$ cat config.mk
export PLATFORM = sky130hd
export DESIGN_NAME = ll_dma_seq
export DESIGN_NICKNAME = d
export VERILOG_FILES = /design/src/rtl/ll_dma_seq.sv
export SDC_FILE = /design/constraint.sdc
export NUM_CORES = 1
export LEC_CHECK = 0
export BUFFER_PORTS_ARGS = -buffer_cell sky130_fd_sc_hd__buf_4
export CAP_MARGIN = 20
export CORE_ASPECT_RATIO = 0.75
export CORE_MARGIN = 2
export CORE_UTILIZATION = 29
export CTS_CLUSTER_DIAMETER = 200
export DETAILED_ROUTE_END_ITERATION = 16
export GPL_TIMING_DRIVEN = 0
export PLACE_DENSITY = 0.48
export REMOVE_ABC_BUFFERS = 1
export SLEW_MARGIN = 10
export SYNTH_ARGS = -nofsm -noshare
export SYNTH_HDL_FRONTEND = slang
export SYNTH_SLANG_ARGS = --single-unit
$ cat constraint.sdc
create_clock -name clk -period 4.2 [get_ports clk]
set_input_delay 0.21 -clock clk [delete_from_list [all_inputs] [get_ports clk]]
set_output_delay 0.21 -clock clk [all_outputs]
set_load 0.03 [all_outputs]
$ cat src/rtl/ll_dma_seq.sv
module ll_dma_seq #(
  parameter int AW = 32,
  parameter int SZW = 12,
  parameter int NCH = 8,
  parameter int UART_LO = 4,
  parameter int UART_HI = 6,
  parameter logic [AW-1:0] SRAM_LO = 'h0001_0000,
  parameter logic [AW-1:0] SRAM_HI = 'h0002_0000,
  localparam int CHW = (NCH > 1) ? $clog2(NCH) : 1,
  localparam int CW = 8 + SZW
) (
  input  logic           clk,
  input  logic           rst_n,
  input  logic           start,
  input  logic [CHW-1:0] start_ch,
  input  logic [AW-1:0]  start_src,
  input  logic [AW-1:0]  start_dst,
  input  logic [AW-1:0]  start_llp,
  input  logic [CW-1:0]  start_ctl,
  input  logic           start_mask_half,
  input  logic           start_mask_blk,
  input  logic           start_all_half,
  input  logic           start_src_fixed,
  input  logic           start_dst_fixed,
  input  logic           ch_en,
  output logic           busy,
  output logic           mem_rd,
  output logic           mem_word,
  output logic [AW-1:0]  mem_raddr,
  input  logic [AW-1:0]  mem_rdata,
  output logic           mem_wr,
  output logic [AW-1:0]  mem_waddr,
  output logic [7:0]     mem_wdata,
  output logic           per_rd_stb,
  output logic           per_wr_stb,
  output logic           burst_end,
  output logic           irq,
  output logic [NCH-1:0] irq_req,
  output logic [NCH-1:0] cause_half,
  output logic [NCH-1:0] cause_blk,
  input  logic [NCH-1:0] irq_ack,
  output logic           en_clr
);
  localparam int TW = SZW + 1;

  typedef enum logic [1:0] {S_IDLE, S_FETCH, S_INIT, S_XFER} st_t;
  st_t st;

  logic [CHW-1:0] ch_r;
  logic [AW-1:0]  src_r, dst_r, llp_r, desc_base, cur_src, cur_dst;
  logic [CW-1:0]  ctl_r;
  logic [2:0]     fcnt;
  logic [1:0]     fidx;
  logic           fpend, chain, wr_pend;
  logic           m_half, m_blk, all_half, fix_s, fix_d;
  logic [TW-1:0]  total, blen, iss, wcnt;

  wire [1:0]     c_mode = ctl_r[1:0];
  wire [2:0]     c_dir  = ctl_r[4:2];
  wire [2:0]     c_bc   = ctl_r[7:5];
  wire [SZW-1:0] c_size = ctl_r[CW-1:8];

  wire m_src = (c_dir == 3'd0) || (c_dir == 3'd1) || (c_dir == 3'd2);
  wire m_dst = (c_dir == 3'd0) || (c_dir == 3'd3) || (c_dir == 3'd4);
  wire [AW-1:0] e_src = m_src ? {src_r[AW-1:1], 1'b0} : src_r;
  wire [AW-1:0] e_dst = m_dst ? {dst_r[AW-1:1], 1'b0} : dst_r;
  wire [TW-1:0] size_raw = TW'(c_size);
  wire [TW-1:0] size_e = (m_src || m_dst) ? ((size_raw + TW'(1)) & ~TW'(1)) : size_raw;

  wire in_sram = (e_src >= SRAM_LO && e_src < SRAM_HI) || (e_dst >= SRAM_LO && e_dst < SRAM_HI);
  wire is_uart = (int'(ch_r) >= UART_LO) && (int'(ch_r) <= UART_HI);

  logic [TW-1:0] burst_e;
  always_comb begin
    case (c_bc)
      3'd0:    burst_e = (in_sram && !is_uart) ? TW'(2) : TW'(1);
      3'd7:    burst_e = TW'(1024);
      default: burst_e = TW'(1) << (c_bc + 3'd1);
    endcase
  end
  wire [TW-1:0] total_e = (burst_e > size_e) ? burst_e : size_e;

  wire [TW-1:0] wnext = wcnt + TW'(1);
  wire rd_go   = (st == S_XFER) && ch_en && (iss < total);
  wire f_issue = (st == S_FETCH) && (fcnt < 3'd4);
  wire last_wr = wr_pend && (wnext == total);
  wire half_ev = wr_pend && !m_half && (wnext == (total >> 1) + TW'(1));
  wire blk_ev  = last_wr && !m_blk && (chain || !all_half);
  wire [NCH-1:0] sel = NCH'(1) << ch_r;

  assign busy       = (st != S_IDLE);
  assign mem_rd     = rd_go || f_issue;
  assign mem_word   = (st == S_FETCH);
  assign mem_raddr  = (st == S_FETCH) ? desc_base + AW'({fcnt[1:0], 2'b00}) : cur_src;
  assign mem_wr     = wr_pend;
  assign mem_waddr  = cur_dst;
  assign mem_wdata  = mem_rdata[7:0];
  assign per_rd_stb = rd_go && fix_s;
  assign per_wr_stb = wr_pend && fix_d;
  assign burst_end  = wr_pend && (((wnext & (blen - TW'(1))) == '0) || last_wr);

  always_ff @(posedge clk) begin
    if (!rst_n) begin
      st <= S_IDLE; ch_r <= '0; src_r <= '0; dst_r <= '0; llp_r <= '0; ctl_r <= '0;
      desc_base <= '0; cur_src <= '0; cur_dst <= '0; fcnt <= '0; fidx <= '0;
      fpend <= 1'b0; chain <= 1'b0; wr_pend <= 1'b0;
      m_half <= 1'b1; m_blk <= 1'b1; all_half <= 1'b0; fix_s <= 1'b0; fix_d <= 1'b0;
      total <= '0; blen <= TW'(1); iss <= '0; wcnt <= '0;
      irq <= 1'b0; irq_req <= '0; cause_half <= '0; cause_blk <= '0; en_clr <= 1'b0;
    end else begin
      en_clr <= 1'b0;
      irq <= half_ev || blk_ev;
      cause_half <= (cause_half & ~irq_ack) | ({NCH{half_ev}} & sel);
      cause_blk  <= (cause_blk & ~irq_ack) | ({NCH{blk_ev}} & sel);
      irq_req    <= (irq_req & ~irq_ack) | ({NCH{half_ev || blk_ev}} & sel);
      fpend <= f_issue;
      fidx  <= fcnt[1:0];
      case (st)
        S_IDLE: if (start) begin
          ch_r <= start_ch; src_r <= start_src; dst_r <= start_dst;
          llp_r <= start_llp; ctl_r <= start_ctl;
          m_half <= start_mask_half; m_blk <= start_mask_blk; all_half <= start_all_half;
          fix_s <= start_src_fixed; fix_d <= start_dst_fixed;
          chain <= 1'b0;
          if (start_ctl[1] && start_llp != '0) begin
            st <= S_FETCH; desc_base <= start_llp; fcnt <= '0;
          end else st <= S_INIT;
        end
        S_FETCH: begin
          if (f_issue) fcnt <= fcnt + 3'd1;
          if (fpend) begin
            case (fidx)
              2'd0: ctl_r <= mem_rdata[CW-1:0];
              2'd1: llp_r <= mem_rdata;
              2'd2: src_r <= mem_rdata;
              default: begin
                dst_r <= mem_rdata;
                chain <= (llp_r != '0);
                st <= S_INIT;
              end
            endcase
          end
        end
        S_INIT: begin
          cur_src <= e_src; cur_dst <= e_dst; total <= total_e; blen <= burst_e;
          iss <= '0; wcnt <= '0; wr_pend <= 1'b0; st <= S_XFER;
        end
        default: begin
          wr_pend <= rd_go;
          if (rd_go) begin
            iss <= iss + TW'(1);
            if (!fix_s) cur_src <= cur_src + AW'(1);
          end
          if (wr_pend) begin
            wcnt <= wnext;
            if (!fix_d) cur_dst <= cur_dst + AW'(1);
          end
          if (last_wr) begin
            if (chain) begin
              st <= S_FETCH; desc_base <= llp_r; fcnt <= '0;
            end else if (c_mode == 2'd1) st <= S_INIT;
            else begin
              st <= S_IDLE; en_clr <= 1'b1;
            end
          end else if (!ch_en && !wr_pend) st <= S_IDLE;
        end
      endcase
    end
  end

  AST_WR_FOLLOWS_RD: assert property (@(posedge clk) disable iff (!rst_n)
    mem_wr |-> $past(mem_rd && !mem_word));
  AST_WCNT_BOUND: assert property (@(posedge clk) disable iff (!rst_n)
    (st == S_XFER) |-> (wcnt <= total));
  AST_PER_RD_WITH_READ: assert property (@(posedge clk) disable iff (!rst_n)
    per_rd_stb |-> (mem_rd && !mem_word));
  AST_NO_WR_IN_FETCH: assert property (@(posedge clk) disable iff (!rst_n)
    mem_word |-> !mem_wr);
  AST_ENCLR_IDLE: assert property (@(posedge clk) disable iff (!rst_n)
    en_clr |-> !busy);
  AST_IRQ_REQ_SET: assert property (@(posedge clk) disable iff (!rst_n)
    irq |-> (irq_req != '0));
endmodule

Word level (Yosys, flattened, before mapping). Cells that the tools add are included.

Bits in registers: 308. Input port bits: 168.

$add $sub $neg: 10. $lt $le $gt $ge: 9. Equal/unequal tests: 23. Shifts and indexed selects: 2. Multiplexer cells: 59. Bitwise operators: 16. Reductions and logical operators: 65.

Operators with widths (number): $mux W32 (18); $pmux W32 S2 (6); $pmux W13 S2 (3); $add A32 B1 Y32 const B (2); $ge A32 B17 Y1 const B (2); $lt A32 B18 Y1 const B (2); $reduce_bool A32 Y1 (2); $mux W20 (3); $mux W13 (4); $and A8 B8 Y8 (6); $pmux W20 S2 (1); $add A32 B4 Y32 (1); $add A12 B1 Y13 const B (2); $add A13 B1 Y13 const B (2); $eq A13 B13 Y1 (2); $or A8 B8 Y8 (3); $reduce_and A4 Y1 (5); $mux W2 (9); $logic_and A1 B1 Y1 (17); $mux W3 (5); $ne A2 B1 Y1 const B (7); $and A13 B13 Y13 (1); $gt A13 B13 Y1 (1); $logic_not A13 Y1 (1); 34 further kinds (79).

Logic depth before layout (Yosys ltp).
Word-level depth: 12. Gate-level depth with buffers: 17.

Worst setup path after synthesis. Ideal clock, no wire load.

Path kind: reg2reg. From: register ctl_r[5]. To: register total[10]. Arrival: 3.008 ns. Data required time: 4.059 ns. Setup slack: 1.051 ns. Stages on the path, launching flop included: 16. Path buffers: 3. Cells stage by stage: dfxtp_1 > clkbuf_1 > and2_1 > ha_1 > nor3b_1 > ha_1 > a21o_1 > a21o_1 > a221oi_1 > o21bai_1 > a41oi_1 > nor2b_1 > clkbuf_1 > buf_2 > nand4_1 > o311ai_0.

Word-level cells in the longest chain between the ends: 5.

RTL lines: from (decl) (RTL line 51) `logic [CW-1:0] ctl_r;`; from (signal assigned) (RTL line 121) `llp_r <= start_llp; ctl_r <= start_ctl;`; from (signal assigned) (RTL line 133) `2'd0: ctl_r <= mem_rdata[CW-1:0];`; $add A3 B1 Y3 (RTL line 78) `default: burst_e = TW'(1) << (c_bc + 3'd1);`; $shl A1 B3 Y13 (RTL line 78); $pmux W13 S2 * (RTL line 75) `case (c_bc)`; named net burst_e[2] (RTL line 73) `logic [TW-1:0] burst_e;`; $gt A13 B13 Y1 * (RTL line 81) `wire [TW-1:0] total_e = (burst_e > size_e) ? burst_e : size_e;`; $mux W13 * (RTL line 81); to (signal assigned) (RTL line 145) `cur_src <= e_src; cur_dst <= e_dst; total <= total_e; blen <= burst_e;`; to (decl) (RTL line 56) `logic [TW-1:0] total, blen, iss, wcnt;`.

Mark *: on every way through the listed nets, which the timed path passes. The rest lies on a longest branch. A chain may end at the register's enable or synchronous reset.

Worst setup path in the final report.
From: register st[0]. To: register dst_r[16].

Word-level cells in the longest chain between the ends: 3.

RTL lines: from (decl) (RTL line 47) `st_t st;`; from (signal assigned) (RTL line 104) `st <= S_IDLE; ch_r <= '0; src_r <= '0; dst_r <= '0; llp_r <= '0; ctl_r <= '0;`; from (signal assigned) (RTL line 126) `st <= S_FETCH; desc_base <= start_llp; fcnt <= '0;`; from (signal assigned) (RTL line 127) `end else st <= S_INIT;`; $eq A2 B1 Y1 / $logic_not A2 Y1 (equally long branches) (RTL line 118) `case (st)`; $ne A2 B1 Y1 (no source line), or another cell as far along; $reduce_and A4 Y1 (no source line); to (signal assigned) (RTL line 120) `ch_r <= start_ch; src_r <= start_src; dst_r <= start_dst;`; to (signal assigned) (RTL line 137) `dst_r <= mem_rdata;`; to (decl) (RTL line 50) `logic [AW-1:0] src_r, dst_r, llp_r, desc_base, cur_src, cur_dst;`.

Several ways; a longest one is shown, not always the timed one.

==> impl_results.md <==
- Top cell type's share of synthesized area: about a third
- Vias in the first global route: 16300
- Die extent in x: 289 µm
- Post-route minimum period: 3940 ps
- Placed Cells: just over 3000
- Critical-path top delay cell: ha_4
- Syn_area_per_cell: 8.22 µm²
- Synth Register Bits: 304
- Worst slew pin tran: around 990 ps
- Layout Cells excl Fill: 3204
- Logic gate share of total power: between 40 and 50%
- Floorplan core area: 60400 µm²
- Sequential-to-total area share from yosys stat: 34.4%
- RSZ-0062 raised after global routing: false
- Clk pwr share: 21.8%
- Latest clock arrival within the worst-skew pair: 560 ps
- Fin. Hold Viols: 0
- Hold EP: src_r[18]
- Setup violators final: 0
- Worst r2r dst: dst_r[16]
- Worst Skew: between 20 and 25 ps
- Post-Synthesis Cells: 2153
- TritonCTS buffer count: 38
- Period utilisation layout: 93.9%
- Worst r2r path cells: 10
- Die area: between 60000 and 70000 µm²
- TNS Setup: 0 ps
- Hold Crit Class: input port to flip-flop
- Peak supply drop: 0.466 mV
- DR WL/cell: between 20 and 25 µm
- First DRT Iteration DRCs: 1489
- FILL cells: 6159
- Worst-case clock buffer depth: 3
- Share of cells above drive strength 1: 18.7%
- DP HPWL: roughly 51000 µm
- Synth area leader: dfxtp_1
- Post-route DRC: 0
- Startpoint Class: flip-flop
- Setup CP Type: flip-flop to flip-flop
- CTS tree: yes
- Crit-path max FO: 40
- RR Startpoint: st[0]
- Placed Area: 20700 µm²
- Status: completed
- Primary FF master, synth: dfxtp_1
- Reg2reg setup slack: 260 ps
- Critical Path RT: 4650 ps
- Sequential share of power: 30.0%
- P&R area growth vs syn: 27.4%
- Number of flops mapped to enable cells by yosys: 0
- H-Tree Level Count: 2
- Final wirelength: 69100 µm
- First-pass GRT wire length: slightly above 100000 µm
- IO Pins: about 270
- Placer congestion estimate: around 0.87
- # nets final: 2581
- Pleak: 8.41 nW
- Count leader, synth: nor2_1
- Delay of the slowest cell on the worst path: roughly 700 ps
- Final Max Slew Viols: 0
- Antenna violations before repair: 6
- Post-synth top cells: nor2_1 (340), dfxtp_1 (304), mux2i_1 (177)
- Grt ovf: 0
- Crit path capture type: flip-flop
- Die Ht: about 220 µm
- CTS Root Cell: clkbuf_16
- Largest net degree at the start of global routing: slightly below 80
- Critical path arrival: 4400 ps
- Ys Warns: 0
- Highest clock rate: 254 MHz
- Switch share: between 40% and 50%
- Crit-path cells: inv_1 -> ha_4 -> or2_2 -> o21ai_0 -> clkbuf_2 -> a21oi_4 -> buf_16 -> buf_12 -> nor2_1 -> a211oi_1
- Yosys cell types: 74
- Hold_sp: start_src[18]
- Total track usage: 21.4%
- Worst Hold Path Cells: 3
- Clk slew on worst S/H paths: around 60 ps
- Final Cell Area: ~23000 µm²
- Cell-internal power: 8.96 mW
- ANT nets after route: 0
- Maxcap violations: 0
- Initial cell density of the core: between 20% and 30%
- Net Sw Power: 7.09 mW
- Pwr Density: roughly 710 nW/µm²
- Area contributors post-synth: dfxtp_1 (34%), mux2i_1 (10%), nor2_1 (7.2%)
- Rows: a little under 80
- Post-DR vias/cell: 5.38
- CTS Sinks: 304
- DR vias: 17200
- Drt pass-1 iters: 5
- Post-synth ARST share: 0%
- Synthesized area: ~18000 µm²
- Buffers on Ports: between 200 and 300
- Relative slew margins: roughly 33%
==> worst max-delay path by stage <==
| stage | start | end | slack [ps] | depth (start not counted) |
|---|---|---|---|---|
| 3_5_place_dp | src_r[26] | total[0] | -520 | 14 |
| 4_1_cts | src_r[26] | total[0] | 3 | 14 |
| 6_report | st[0] | dst_r[16] | 260 | 10 |
| 3_3_place_gp | st[0] | mem_waddr[9] | -14150 | 7 |
| 5_1_grt | st[0] | dst_r[16] | 30 | 10 |
| 2_1_floorplan | st[1] | chain | -7040 | 5 |
==> cells in the final DEF (no fill, tap or decap), types with 8 or more instances in the layout <==
cell,netlist,routed
nor2b_1,21,20
o311ai_0,9,9
a211oi_1,130,129
a22oi_1,10,9
and4_1,12,12
nand3_1,90,90
nor4_1,38,38
xnor2_1,51,51
mux2_2,12,12
a222oi_1,13,13
nor3_1,49,47
a21o_1,10,10
nand4_1,35,35
a211oi_2,28,28
mux2i_1,177,177
clkbuf_8,0,10
a31oi_1,15,15
and2_1,20,20
buf_12,0,10
a221oi_1,11,11
xor2_1,30,30
clkbuf_16,0,39
ha_1,37,34
o221ai_1,10,10
o21ai_1,11,12
clkbuf_1,132,8
buf_16,0,10
and3_1,34,34
dfxtp_1,304,304
or3b_2,8,8
nand2_1,124,124
a21oi_1,126,122
nand2b_1,11,11
o211ai_1,15,15
nor2_1,340,338
inv_1,38,38
buf_4,14,279
o21ai_0,58,56
dlygate4sd3_1,0,48
==> registers in the layout, summed over array words and instances (netlist names), 2 cells and up <==
register / cells
cur_src: 32
desc_base: 32
dst_r: 32
llp_r: 32
mem_waddr: 32
src_r: 32
ctl_r: 20
iss: 13
total: 13
wcnt: 13
blen: 9
cause_blk: 8
cause_half: 8
irq_req: 8
ch_r: 3
fcnt: 3
fidx: 2
st: 2
==> what timing repair did <==
item,CTS,global route
endpoints found under the hold margin,64,0
pin swaps,1,2
resized for setup,2,3
buffers inserted,3,3
setup endpoints to repair,18,12
hold buffers,48,0
==> area by class of cell <==
class	count	area (µm²)	area share, %
Multi-Input combinational cell	1639	10900	48.3
Clock buffer	57	1140	5.07
Clock inverter	10	164	0.726
Tap cell	800	1000	4.44
Inverter	40	156	0.693
Antenna cell	2	5.00	0.0222
Timing Repair Buffer	352	3120	13.8
Sequential cell	304	6090	27.0
==> power groups by stage <==
stage	registers [mW]	clock network [mW]	logic, mW
after global routing	4.96	3.69	8.41
after CTS	4.80	3.57	7.71
after detailed placement	4.85	0	7.62
after global placement	4.81	0	7.05
final	4.82	3.49	7.74
after floorplan	4.68	0	5.15
==> worst max-delay path, delay by kind of cell (launching register included) <==
family          cells  cell delay (ps)
compound gates      3             1080
simple gates        2              750
fa+ha+maj           1              700
buf+inv             4              850
flops               1              370
==> cell families after synthesis <==
family          Yosys count  synth area share [%]
simple gates            828                  22.5
compound gates          498                  20.0
flops                   304                  34.4
buf+inv                 210                  4.91
mux                     189                  10.8
xor+xnor                 86                  4.67
fa+ha+maj                38                  2.73
==> metal layers <==
| metal | wire, µm | track usage, % | up-vias |
|---|---|---|---|
| met5 | 12 | 0 | - |
| met4 | 2120 | 6.87 | 2 |
| met3 | 5260 | 4.47 | 98 |
| met2 | 27000 | 28.8 | 601 |
| met1 | 34600 | 33.1 | 8218 |
| li1 | - | - | 8321 |
==> through the flow <==
stage                     util, %  setup WS, ps  power, mW  hold WS, ps
after floorplan                 -         -7040       9.84          272
after global placement       33.2        -14150       11.9          425
after detailed placement     34.3          -518       12.5          437
after CTS                    37.3          2.56       16.1        0.560
after global routing         37.3          27.4       17.1         25.0
final                        37.4           256       16.1         13.3
(Power assumes the default switching activity.)
